**src/rtl/bitclk_pkg.sv**
```systemverilog
package bitclk_pkg;
  // pair of one-cycle strobes produced by either clock source
  typedef struct packed {
    logic chg;
    logic smp;
  } edge_strobe_t;

  // map a detected bit-clock rise/fall to change/sample roles
  function automatic edge_strobe_t map_edge(input logic pol, input logic rise, input logic fall);
    edge_strobe_t s;
    s.chg = pol ? fall : rise;
    s.smp = pol ? rise : fall;
    return s;
  endfunction
endpackage

```
**src/rtl/sclk_edge_sync.sv**
```systemverilog
module sclk_edge_sync
  import bitclk_pkg::*;
(
  input  logic         clk,
  input  logic         rst,
  input  logic         pol,
  input  logic         pin,
  output edge_strobe_t stb_o
);
  logic meta_q, hist_q;
  edge_strobe_t stb_q;

  always_ff @(posedge clk) begin
    if (rst) begin
      meta_q <= 1'b0;
      hist_q <= 1'b0;
      stb_q  <= '0;
    end else begin
      meta_q <= pin;
      hist_q <= meta_q;
      stb_q  <= map_edge(pol, meta_q & ~hist_q, hist_q & ~meta_q);
    end
  end

  assign stb_o = stb_q;

  // cycles since reset, saturating, so $past depth 3 stays after reset
  logic [1:0] age_q;
  always_ff @(posedge clk) begin
    if (rst) age_q <= 2'd0;
    else if (age_q != 2'd3) age_q <= age_q + 2'd1;
  end

  // a pin change captured at edge k yields a strobe after edge k+1
  p_edge_latency_r1: assert property (@(posedge clk) disable iff (rst)
    ((age_q == 2'd3) && ($past(pin, 2) != $past(pin, 3))) |-> (stb_q.chg || stb_q.smp));
endmodule

```
**src/rtl/sclk_divider.sv**
```systemverilog
module sclk_divider
  import bitclk_pkg::*;
#(
  parameter int HALF = 2
) (
  input  logic         clk,
  input  logic         rst,
  input  logic         pol,
  input  logic         run,
  output logic         sclk_o,
  output edge_strobe_t stb_o
);
  localparam int CNT_W = $clog2(HALF + 1);
  localparam logic [CNT_W-1:0] TURN = CNT_W'(HALF - 1);

  logic [CNT_W-1:0] cnt_q;
  logic             sclk_q;
  edge_strobe_t     stb_q;

  always_ff @(posedge clk) begin
    if (rst) begin
      cnt_q  <= '0;
      sclk_q <= pol;
      stb_q  <= '0;
    end else begin
      stb_q <= '0;
      if (!run) begin
        cnt_q  <= '0;
        sclk_q <= pol;
      end else if (cnt_q == TURN) begin
        cnt_q  <= '0;
        sclk_q <= ~sclk_q;
        stb_q  <= map_edge(pol, ~sclk_q, sclk_q);
      end else begin
        cnt_q <= cnt_q + 1'b1;
      end
    end
  end

  assign sclk_o = sclk_q;
  assign stb_o  = stb_q;

  logic live_q;
  always_ff @(posedge clk) live_q <= !rst;

  // every toggle during a frame carries its strobe in the same cycle
  p_toggle_strobe_r6: assert property (@(posedge clk) disable iff (rst)
    (live_q && $past(run) && (sclk_q != $past(sclk_q))) |-> (stb_q.chg || stb_q.smp));
endmodule

```
**src/rtl/frame_shifter.sv**
```systemverilog
module frame_shifter #(
  parameter int FRAME_W = 8
) (
  input  logic               clk,
  input  logic               rst,
  input  logic               chg_i,
  input  logic               smp_i,
  input  logic               tx_start,
  input  logic [FRAME_W-1:0] tx_byte,
  input  logic               rxd,
  output logic               txd,
  output logic [FRAME_W-1:0] rx_byte,
  output logic               done,
  output logic               busy
);
  localparam int BC_W = $clog2(FRAME_W);
  localparam logic [BC_W-1:0] LAST = BC_W'(FRAME_W - 1);

  logic [FRAME_W-1:0] tx_sh, rx_sh, rx_q;
  logic [BC_W-1:0]    bit_cnt;
  logic               busy_q, txd_q, done_q;

  always_ff @(posedge clk) begin
    if (rst) begin
      tx_sh   <= '0;
      rx_sh   <= '0;
      rx_q    <= '0;
      bit_cnt <= '0;
      busy_q  <= 1'b0;
      txd_q   <= 1'b1;
      done_q  <= 1'b0;
    end else begin
      done_q <= 1'b0;
      if (!busy_q) begin
        if (tx_start) begin
          busy_q  <= 1'b1;
          tx_sh   <= tx_byte;
          txd_q   <= tx_byte[0];
          bit_cnt <= '0;
        end
      end else if (smp_i) begin
        rx_sh <= {rxd, rx_sh[FRAME_W-1:1]};
        if (bit_cnt == LAST) begin
          busy_q <= 1'b0;
          done_q <= 1'b1;
          rx_q   <= {rxd, rx_sh[FRAME_W-1:1]};
          txd_q  <= 1'b1;
        end else begin
          bit_cnt <= bit_cnt + 1'b1;
        end
      end else if (chg_i && bit_cnt != '0) begin
        txd_q <= tx_sh[1];
        tx_sh <= tx_sh >> 1;
      end
    end
  end

  assign txd     = txd_q;
  assign rx_byte = rx_q;
  assign done    = done_q;
  assign busy    = busy_q;

  logic live_q;
  always_ff @(posedge clk) live_q <= !rst;

  // completion follows a sample strobe by one cycle
  p_done_after_sample_r5: assert property (@(posedge clk) disable iff (rst)
    (live_q && done_q) |-> $past(smp_i));

  // the line moves only after a strobe or a start request
  p_txd_quiet_r4: assert property (@(posedge clk) disable iff (rst)
    (live_q && !$past(chg_i) && !$past(smp_i) && !$past(tx_start)) |-> $stable(txd_q));
endmodule

```
**src/rtl/sync_bitclk_if.sv**
```systemverilog
module sync_bitclk_if
  import bitclk_pkg::*;
#(
  parameter int FRAME_W = 8,
  parameter int BIT_DIV = 4
) (
  input  logic               clk,
  input  logic               rst,
  input  logic               master_en,
  input  logic               clk_pol,
  input  logic               sclk_in,
  output logic               sclk_out,
  output logic               sclk_oe,
  input  logic               rxd,
  output logic               txd,
  input  logic               tx_start,
  input  logic [FRAME_W-1:0] tx_byte,
  output logic [FRAME_W-1:0] rx_byte,
  output logic               frame_done,
  output logic               tx_change,
  output logic               rx_sample
);
  localparam int HALF = (BIT_DIV < 4) ? 2 : BIT_DIV / 2;

  edge_strobe_t slv_stb, mst_stb, use_stb;
  logic         busy;

  sclk_edge_sync u_edge (
    .clk   (clk),
    .rst   (rst),
    .pol   (clk_pol),
    .pin   (sclk_in),
    .stb_o (slv_stb)
  );

  sclk_divider #(.HALF(HALF)) u_div (
    .clk    (clk),
    .rst    (rst),
    .pol    (clk_pol),
    .run    (master_en & busy),
    .sclk_o (sclk_out),
    .stb_o  (mst_stb)
  );

  assign use_stb = master_en ? mst_stb : slv_stb;

  frame_shifter #(.FRAME_W(FRAME_W)) u_shift (
    .clk      (clk),
    .rst      (rst),
    .chg_i    (use_stb.chg),
    .smp_i    (use_stb.smp),
    .tx_start (tx_start),
    .tx_byte  (tx_byte),
    .rxd      (rxd),
    .txd      (txd),
    .rx_byte  (rx_byte),
    .done     (frame_done),
    .busy     (busy)
  );

  assign sclk_oe   = master_en;
  assign tx_change = use_stb.chg;
  assign rx_sample = use_stb.smp;

  // the two roles never coincide
  p_strobe_excl_r3: assert property (@(posedge clk) disable iff (rst)
    $onehot0({tx_change, rx_sample}));
endmodule

```
**config.mk**
```make
export PLATFORM = sky130hd
export DESIGN_NAME = sync_bitclk_if
export DESIGN_NICKNAME = d
export VERILOG_FILES = /design/src/rtl/bitclk_pkg.sv /design/src/rtl/sclk_edge_sync.sv /design/src/rtl/sclk_divider.sv /design/src/rtl/frame_shifter.sv /design/src/rtl/sync_bitclk_if.sv
export SDC_FILE = /design/constraint.sdc
export NUM_CORES = 1
export LEC_CHECK = 0
export BUFFER_PORTS_ARGS = -buffer_cell sky130_fd_sc_hd__buf_2
export CELL_PAD_IN_SITES_DETAIL_PLACEMENT = 1
export CELL_PAD_IN_SITES_GLOBAL_PLACEMENT = 1
export CORE_UTILIZATION = 40
export CTS_CLUSTER_DIAMETER = 60
export DETAILED_ROUTE_END_ITERATION = 6
export GPL_ROUTABILITY_DRIVEN = 0
export PLACE_DENSITY_LB_ADDON = 0.2
export SKIP_LAST_GASP = 1
export SYNTH_ARGS = -nofsm -noshare
export SYNTH_HDL_FRONTEND = slang
export SYNTH_HIERARCHICAL = 1
export SYNTH_SLANG_ARGS = --single-unit
```
**constraint.sdc**
```tcl
create_clock -name clk -period 2.12 [get_ports clk]
set_clock_uncertainty 0.05 [all_clocks]
set_input_delay 0.212 -clock clk [delete_from_list [all_inputs] [get_ports clk]]
set_output_delay 0.212 -clock clk [all_outputs]
set_load 0.01 [all_outputs]
```
==> results of run 1 <==
[layer usage]
metal	GRT usage (%)	vias to the layer above	wire [um]
met5	0	-	0
met4	6.67	0	44
met1	19.4	614	1500
li1	-	631	-
met2	32.1	19	1720
met3	5.36	6	117
[final cells by class]
type / instances / area (um^2)
Clock inverter: 1 / 30.0
Multi-Input combinational cell: 120 / 734
Fill cell: 455 / 1850
Timing Repair Buffer: 30 / 155
Clock buffer: 7 / 86.3
Tap cell: 48 / 60.1
Inverter: 5 / 18.8
Sequential cell: 37 / 751
[worst paths after layout]
path	cells after the start	startpoint	endpoint	slack (ns)
worst max-delay path	5	u_div/stb_o[0]	u_shift/tx_sh[4]	0.29
worst min-delay path	2	sclk_in	u_edge/meta_q	0.1
worst max register to register	5	u_div/stb_o[0]	u_shift/tx_sh[4]	0.29
worst min register to register	1	u_div/cnt_q[0]	u_div/cnt_q[0]	0.39
[sequential cells by signal, summed over array words and instances (netlist names), 2 cells and up]
name             count
u_shift/rx_byte      8
u_shift/rx_sh        7
u_shift/tx_sh        7
u_shift/bit_cnt      3
u_div/cnt_q          2
u_div/stb_o          2
u_edge/stb_o         2
[worst max-delay path, delay by kind of cell, from the launching register on]
| family | cells | cell delay [ns] |
|---|---|---|
| simple gates | 2 | 0.30 |
| compound gates | 2 | 0.79 |
| mux | 1 | 0.30 |
| flops | 1 | 0.30 |
[stage by stage]
| step | hold WS [ns] | power (uW) | worst slack (ns) | util, % | instances |
|---|---|---|---|---|---|
| 2_1_floorplan | 0.292 | 822 | 0.543 | - | 171 |
| 3_3_place_gp | 0.358 | 851 | 0.261 | 46.6 | 240 |
| 3_5_place_dp | 0.379 | 859 | 0.138 | 46.6 | 240 |
| 4_1_cts | 0.0950 | 1480 | 0.238 | 49.8 | 248 |
| 5_1_grt | 0.108 | 1520 | 0.0807 | 49.8 | 248 |
| 6_report | 0.0999 | 1460 | 0.286 | 49.8 | 248 |
[cell families after synthesis]
family,Yosys count
flops,37
simple gates,72
buf+inv,14
compound gates,33
mux,9
xor+xnor,1
fa+ha+maj,5
[placed cells by master (no fill, tap or decap), types with 5 or more instances in the layout]
cell type	Yosys	routed
a211oi_1	5	5
a21oi_1	18	18
buf_2	3	28
clkbuf_8	0	6
dfxtp_1	36	36
ha_1	5	5
inv_1	5	5
mux2i_1	7	7
nand2_1	27	27
nand2b_1	6	6
nand3_1	12	12
nor2_1	14	14
[power by group through the flow]
| stage | combinational (uW) | clock [uW] | sequential (uW) |
|---|---|---|---|
| global route | 126 | 657 | 732 |
| floorplan | 77.6 | 0 | 744 |
| global placement | 106 | 0 | 745 |
| finish | 113 | 621 | 730 |
| detailed placement | 113 | 0 | 746 |
| CTS | 114 | 635 | 730 |
==> impl_metrics.env, run 1 <==
export IMPL_relSlewSlack_pct=58.6
export IMPL_vias_per_cell=5.12
export IMPL_grt_pass1_vias=1227
export IMPL_crit_chain="mux2_2 > nand2b_1 > o31ai_4 > nor2_1 > a211oi_1"
export IMPL_end_kind="flop"
export IMPL_pwr_share_comb_pct=7.7
export IMPL_required_ns=2.26
export IMPL_synthesis_nets=191
export IMPL_syn_cell_area_um2=1550
export IMPL_grt_setup_unrepaired="false"
export IMPL_post_cts_buffers=0
export IMPL_wire_per_inst_um=13.6
export IMPL_ys_types=34
export IMPL_critical_path_class="reg2reg"
export IMPL_yosys_area_share_simple_pct=22.3
export IMPL_fmax_mhz=545
export IMPL_drtPass1Iterations=4
export IMPL_swShare_pct=21.3
export IMPL_postCtsResizedCells=0
export IMPL_clock_power_share_pct=42.4
export IMPL_grt_start_max_net_pins=37
export IMPL_clk_pin_slew_ns=0.07
export IMPL_ant_nets=0
export IMPL_synth_xor_xnor_area_share_pct=0.564
export IMPL_synth_warnings=6
export IMPL_clock_sinks=37
export IMPL_synth_top_area_cell="dfxtp_1"
export IMPL_synth_most_common_cell="dfxtp_1"
export IMPL_overflow=0
export IMPL_synthCells=171
export IMPL_critPathMaxStageDelay_ns=0.54
export IMPL_final_area_um2=1840
export IMPL_drive_above_1_share_pct=24.0
export IMPL_seqPwrFrac_pct=49.9
export IMPL_min_period_over_period_pct=86.5
export IMPL_dpl_cell_area_um2=1720
export IMPL_cts_buffers=5
export IMPL_die_w_um=64.3
export IMPL_h_tree_depth=2
export IMPL_synth_commonest_cells="36 x dfxtp_1, 27 x nand2_1, 18 x a21oi_1"
export IMPL_area_growth_pct=18.2
export IMPL_dr_total_vias=1270
export IMPL_clock_latency_ns=0.28
export IMPL_internal_power_uw=1150
export IMPL_drt_initial_drc_count=32
export IMPL_synthArstFlopShare_pct=0
export IMPL_nets=219
export IMPL_synth_seq_cells=37
export IMPL_synth_seq_area_share_pct=48.3
export IMPL_netlist_area_leader_share_pct=46.4
export IMPL_synth_top_family_by_area="simple AND/OR/NAND/NOR gates"
export IMPL_min_period_ns=1.83
export IMPL_critPathMaxFanout=14
export IMPL_rows=22
export IMPL_slew_viol_final=0
export IMPL_syn_avg_cell_area_um2=9.08
export IMPL_start_util_pct=42.1
export IMPL_io_buffers=28
export IMPL_switchingPower_uw=311
export IMPL_synthAdderAreaFrac_pct=4.03
export IMPL_hold_class="in2reg"
export IMPL_setup_tns_ns=0
export IMPL_finalWirelength_um=3380
export IMPL_start_kind="flop"
export IMPL_chipHeight_um=64.3
export IMPL_clock_root_buffer="clkbuf_8"
export IMPL_hpwl_um=2460
export IMPL_drv_cap=0
export IMPL_clock_path_buffers=2
export IMPL_drc=0
export IMPL_coreArea_um2=3690
export IMPL_synth_area_top_cells="dfxtp_1 46%, nand2_1 6.5%, a21oi_1 5.8%, mux2i_1 4.5%, ha_1 4.0%"
export IMPL_power_density_nw_per_um2=797
export IMPL_grtUsageTotal_pct=17.8
export IMPL_synth_edf_count=1
export IMPL_synth_compound_area_share_pct=14.4
export IMPL_dieArea_um2=4140
export IMPL_hold_violations=0
export IMPL_cp_slowest_cell="o31ai_4"
export IMPL_status="completed"
export IMPL_vdd_drop_max_v=0.000459
export IMPL_synthMuxAreaShare_pct=5.96
export IMPL_worst_pin_slew_ns=0.620
export IMPL_ctsHoldBuffers=0
export IMPL_synth_flop_cell="dfxtp_1"
export IMPL_p_leak_uw=0.000726
export IMPL_pin_count=29
export IMPL_worstPathArrival_ns=1.97
export IMPL_grt_pass1_wl_um=5550
export IMPL_diodes=0
export IMPL_setup_viol_count_final=0
export IMPL_antenna_found_initial=0
export IMPL_cts_tree="yes"
No activity file was read; power rests on OpenSTA's default activity.
==> inputs of run 2 (changes only) <==
--- a/config.mk
+++ b/config.mk
@@ -8,7 +8,8 @@
 export BUFFER_PORTS_ARGS = -buffer_cell sky130_fd_sc_hd__buf_2
 export CELL_PAD_IN_SITES_DETAIL_PLACEMENT = 1
 export CELL_PAD_IN_SITES_GLOBAL_PLACEMENT = 1
-export CORE_UTILIZATION = 40
+export CORE_UTILIZATION = 43
+export CTS_BUF_LIST = sky130_fd_sc_hd__clkbuf_2
 export CTS_CLUSTER_DIAMETER = 60
 export DETAILED_ROUTE_END_ITERATION = 6
 export GPL_ROUTABILITY_DRIVEN = 0
==> run 2 against run 1 <==
Global-route usage increased by 1.3 points. Via count increased by 0.87%. Worst hold slack got worse by 0.037 ns. Non-clock buffer count increased by 4. Largest power group unchanged.
==> impl_metrics.env, run 2 (synthesis gave the netlist of run 1 again) <==
export IMPL_grt_start_max_net_pins=37
export IMPL_start_kind="flop"
export IMPL_h_tree_depth=2
export IMPL_end_kind="flop"
export IMPL_clock_latency_ns=0.38
export IMPL_clock_sinks=37
export IMPL_nFillCells=421
export IMPL_grt_pass1_vias=1210
export IMPL_final_instance_count_excl_fill=250
export IMPL_grt_use_met2_pct=33.0
export IMPL_grt_setup_unrepaired="false"
export IMPL_min_period_over_period_pct=87.6
export IMPL_dp_cells=239
export IMPL_regToRegEndpoint="u_shift/tx_sh[6]"
export IMPL_clk_pin_slew_ns=0.20
export IMPL_dpl_cell_area_um2=1720
export IMPL_critPathLaunch="u_div/stb_o[0]"
export IMPL_fmax_mhz=538
export IMPL_worst_pin_slew_ns=0.616
export IMPL_ant_nets=0
export IMPL_met3_usage_pct=4.97
export IMPL_relSlewSlack_pct=58.9
export IMPL_grtUsageTotal_pct=19.1
export IMPL_wire_per_inst_um=13.3
export IMPL_top_usage_layer="met2"
export IMPL_overflow=0
export IMPL_die_w_um=62.1
export IMPL_reg2reg_depth=5
export IMPL_chipHeight_um=62.1
export IMPL_cp_endpoint="u_shift/tx_sh[6]"
export IMPL_vdd_drop_max_v=0.000419
export IMPL_worstPathArrival_ns=2.10
export IMPL_critPathMaxStageDelay_ns=0.55
export IMPL_start_util_pct=45.8
export IMPL_p_leak_uw=0.000718
export IMPL_status="completed"
export IMPL_critPathMaxFanout=14
export IMPL_diodes=0
export IMPL_clock_root_buffer="clkbuf_2"
export IMPL_nets=223
export IMPL_critical_path_class="reg2reg"
export IMPL_drtPass1Iterations=4
export IMPL_rows=21
export IMPL_hold_class="in2reg"
export IMPL_power_density_nw_per_um2=646
export IMPL_largest_register_ffs=8
export IMPL_area_growth_pct=15.6
export IMPL_hpwl_um=2360
export IMPL_clock_path_buffers=2
export IMPL_dr_total_vias=1281
export IMPL_hold_path_startpoint="tx_start"
export IMPL_r2r_start="u_div/stb_o[0]"
export IMPL_drc=0
export IMPL_pin_count=29
export IMPL_hold_violations=0
export IMPL_vias_per_cell=5.12
export IMPL_io_buffers=28
export IMPL_coreArea_um2=3390
export IMPL_antenna_found_initial=0
export IMPL_slew_viol_final=0
export IMPL_required_ns=2.36
export IMPL_min_period_ns=1.86
export IMPL_crit_chain="mux2_2 > nand2b_1 > o31ai_4 > nor2_1 > a211oi_1"
export IMPL_cp_slowest_cell="o31ai_4"
export IMPL_setup_viol_count_final=0
export IMPL_drv_cap=0
export IMPL_grt_pass1_wl_um=5330
export IMPL_finalWirelength_um=3330
export IMPL_cts_buffers=5
export IMPL_reg2reg_slack_ns=0.26
export IMPL_drt_initial_drc_count=44
export IMPL_layout_common_cells="36 x dfxtp_1, 28 x buf_2, 27 x nand2_1"
export IMPL_postCtsResizedCells=0
export IMPL_drive_above_1_share_pct=24.5
export IMPL_cts_tree="yes"
export IMPL_setup_tns_ns=0
export IMPL_final_common_cell="dfxtp_1"
export IMPL_dieArea_um2=3860
export IMPL_met1_usage_pct=22.5
export IMPL_final_area_um2=1790
run 2: changes by cell type in the layout (fill, tap and decap cells not counted):
cell and delta:
clkbuf_2 +6, clkbuf_8 -6, dlygate4sd3_1 +3, clkinv_2 +2
buf_4 +1, bufinv_16 -1, clkbuf_1 -1
run 2: repair_timing:
action	in CTS	in global routing
setup buffers	0	0
hold endpoints to repair	4	0
setup endpoints to repair	0	0
hold buffers	3	0
run 2: metrics by stage:
stage,power (uW),setup slack (ns),hold WS [ns],util (%)
floorplan,822,0.543,0.292,-
global placement,851,0.309,0.358,50.9
detailed placement,859,0.201,0.384,50.9
CTS,1180,0.266,0.0324,52.9
global route,1220,0.128,0.0415,52.9
finish,1160,0.262,0.0630,52.9
run 2: metal layers:
metal / vias to the layer above / part of all wire (%)
li1: 638 / -
met2: 23 / 48
met1: 616 / 46
met3: 4 / 3.9
met5: - / 0
met4: 0 / 1.2
run 2: worst min path at each step:
stage / endpoint / slack (ns) / cells past startpoint
final: u_shift/busy / 0.06 / 3
after global routing: u_shift/busy / 0.04 / 3
after CTS: u_shift/busy / 0.03 / 3
after detailed placement: u_div/cnt_q[0] / 0.38 / 1
after global placement: u_div/cnt_q[0] / 0.36 / 1
after floorplan: u_shift/tx_sh[7] / 0.29 / 2
run 2: layout make-up:
class | instances | area (um^2) | area share, %
Tap cell | 46 | 57.6 | 3.21
Timing Repair Buffer | 34 | 193 | 10.7
Multi-Input combinational cell | 120 | 734 | 40.9
Clock inverter | 2 | 10.0 | 0.558
Clock buffer | 6 | 30.0 | 1.67
Sequential cell | 37 | 751 | 41.8
Inverter | 5 | 18.8 | 1.05
run 2: critical path: cells and delay by family, from the launching register on:
kind / cells / cell delay (ns)
AO/OA/AOI/OAI: 2 / 0.78
AND/OR/NAND/NOR: 2 / 0.30
multiplexers: 1 / 0.30
flip-flops: 1 / 0.34
run 2: power by group:
group	switching [uW]	internal (uW)	leakage, uW	total [uW]
logic	64.8	54.4	0.000382	119
clock network	226	82.9	0.0000327	309
registers	10.9	719	0.000303	730
total	302	857	0.000718	1160
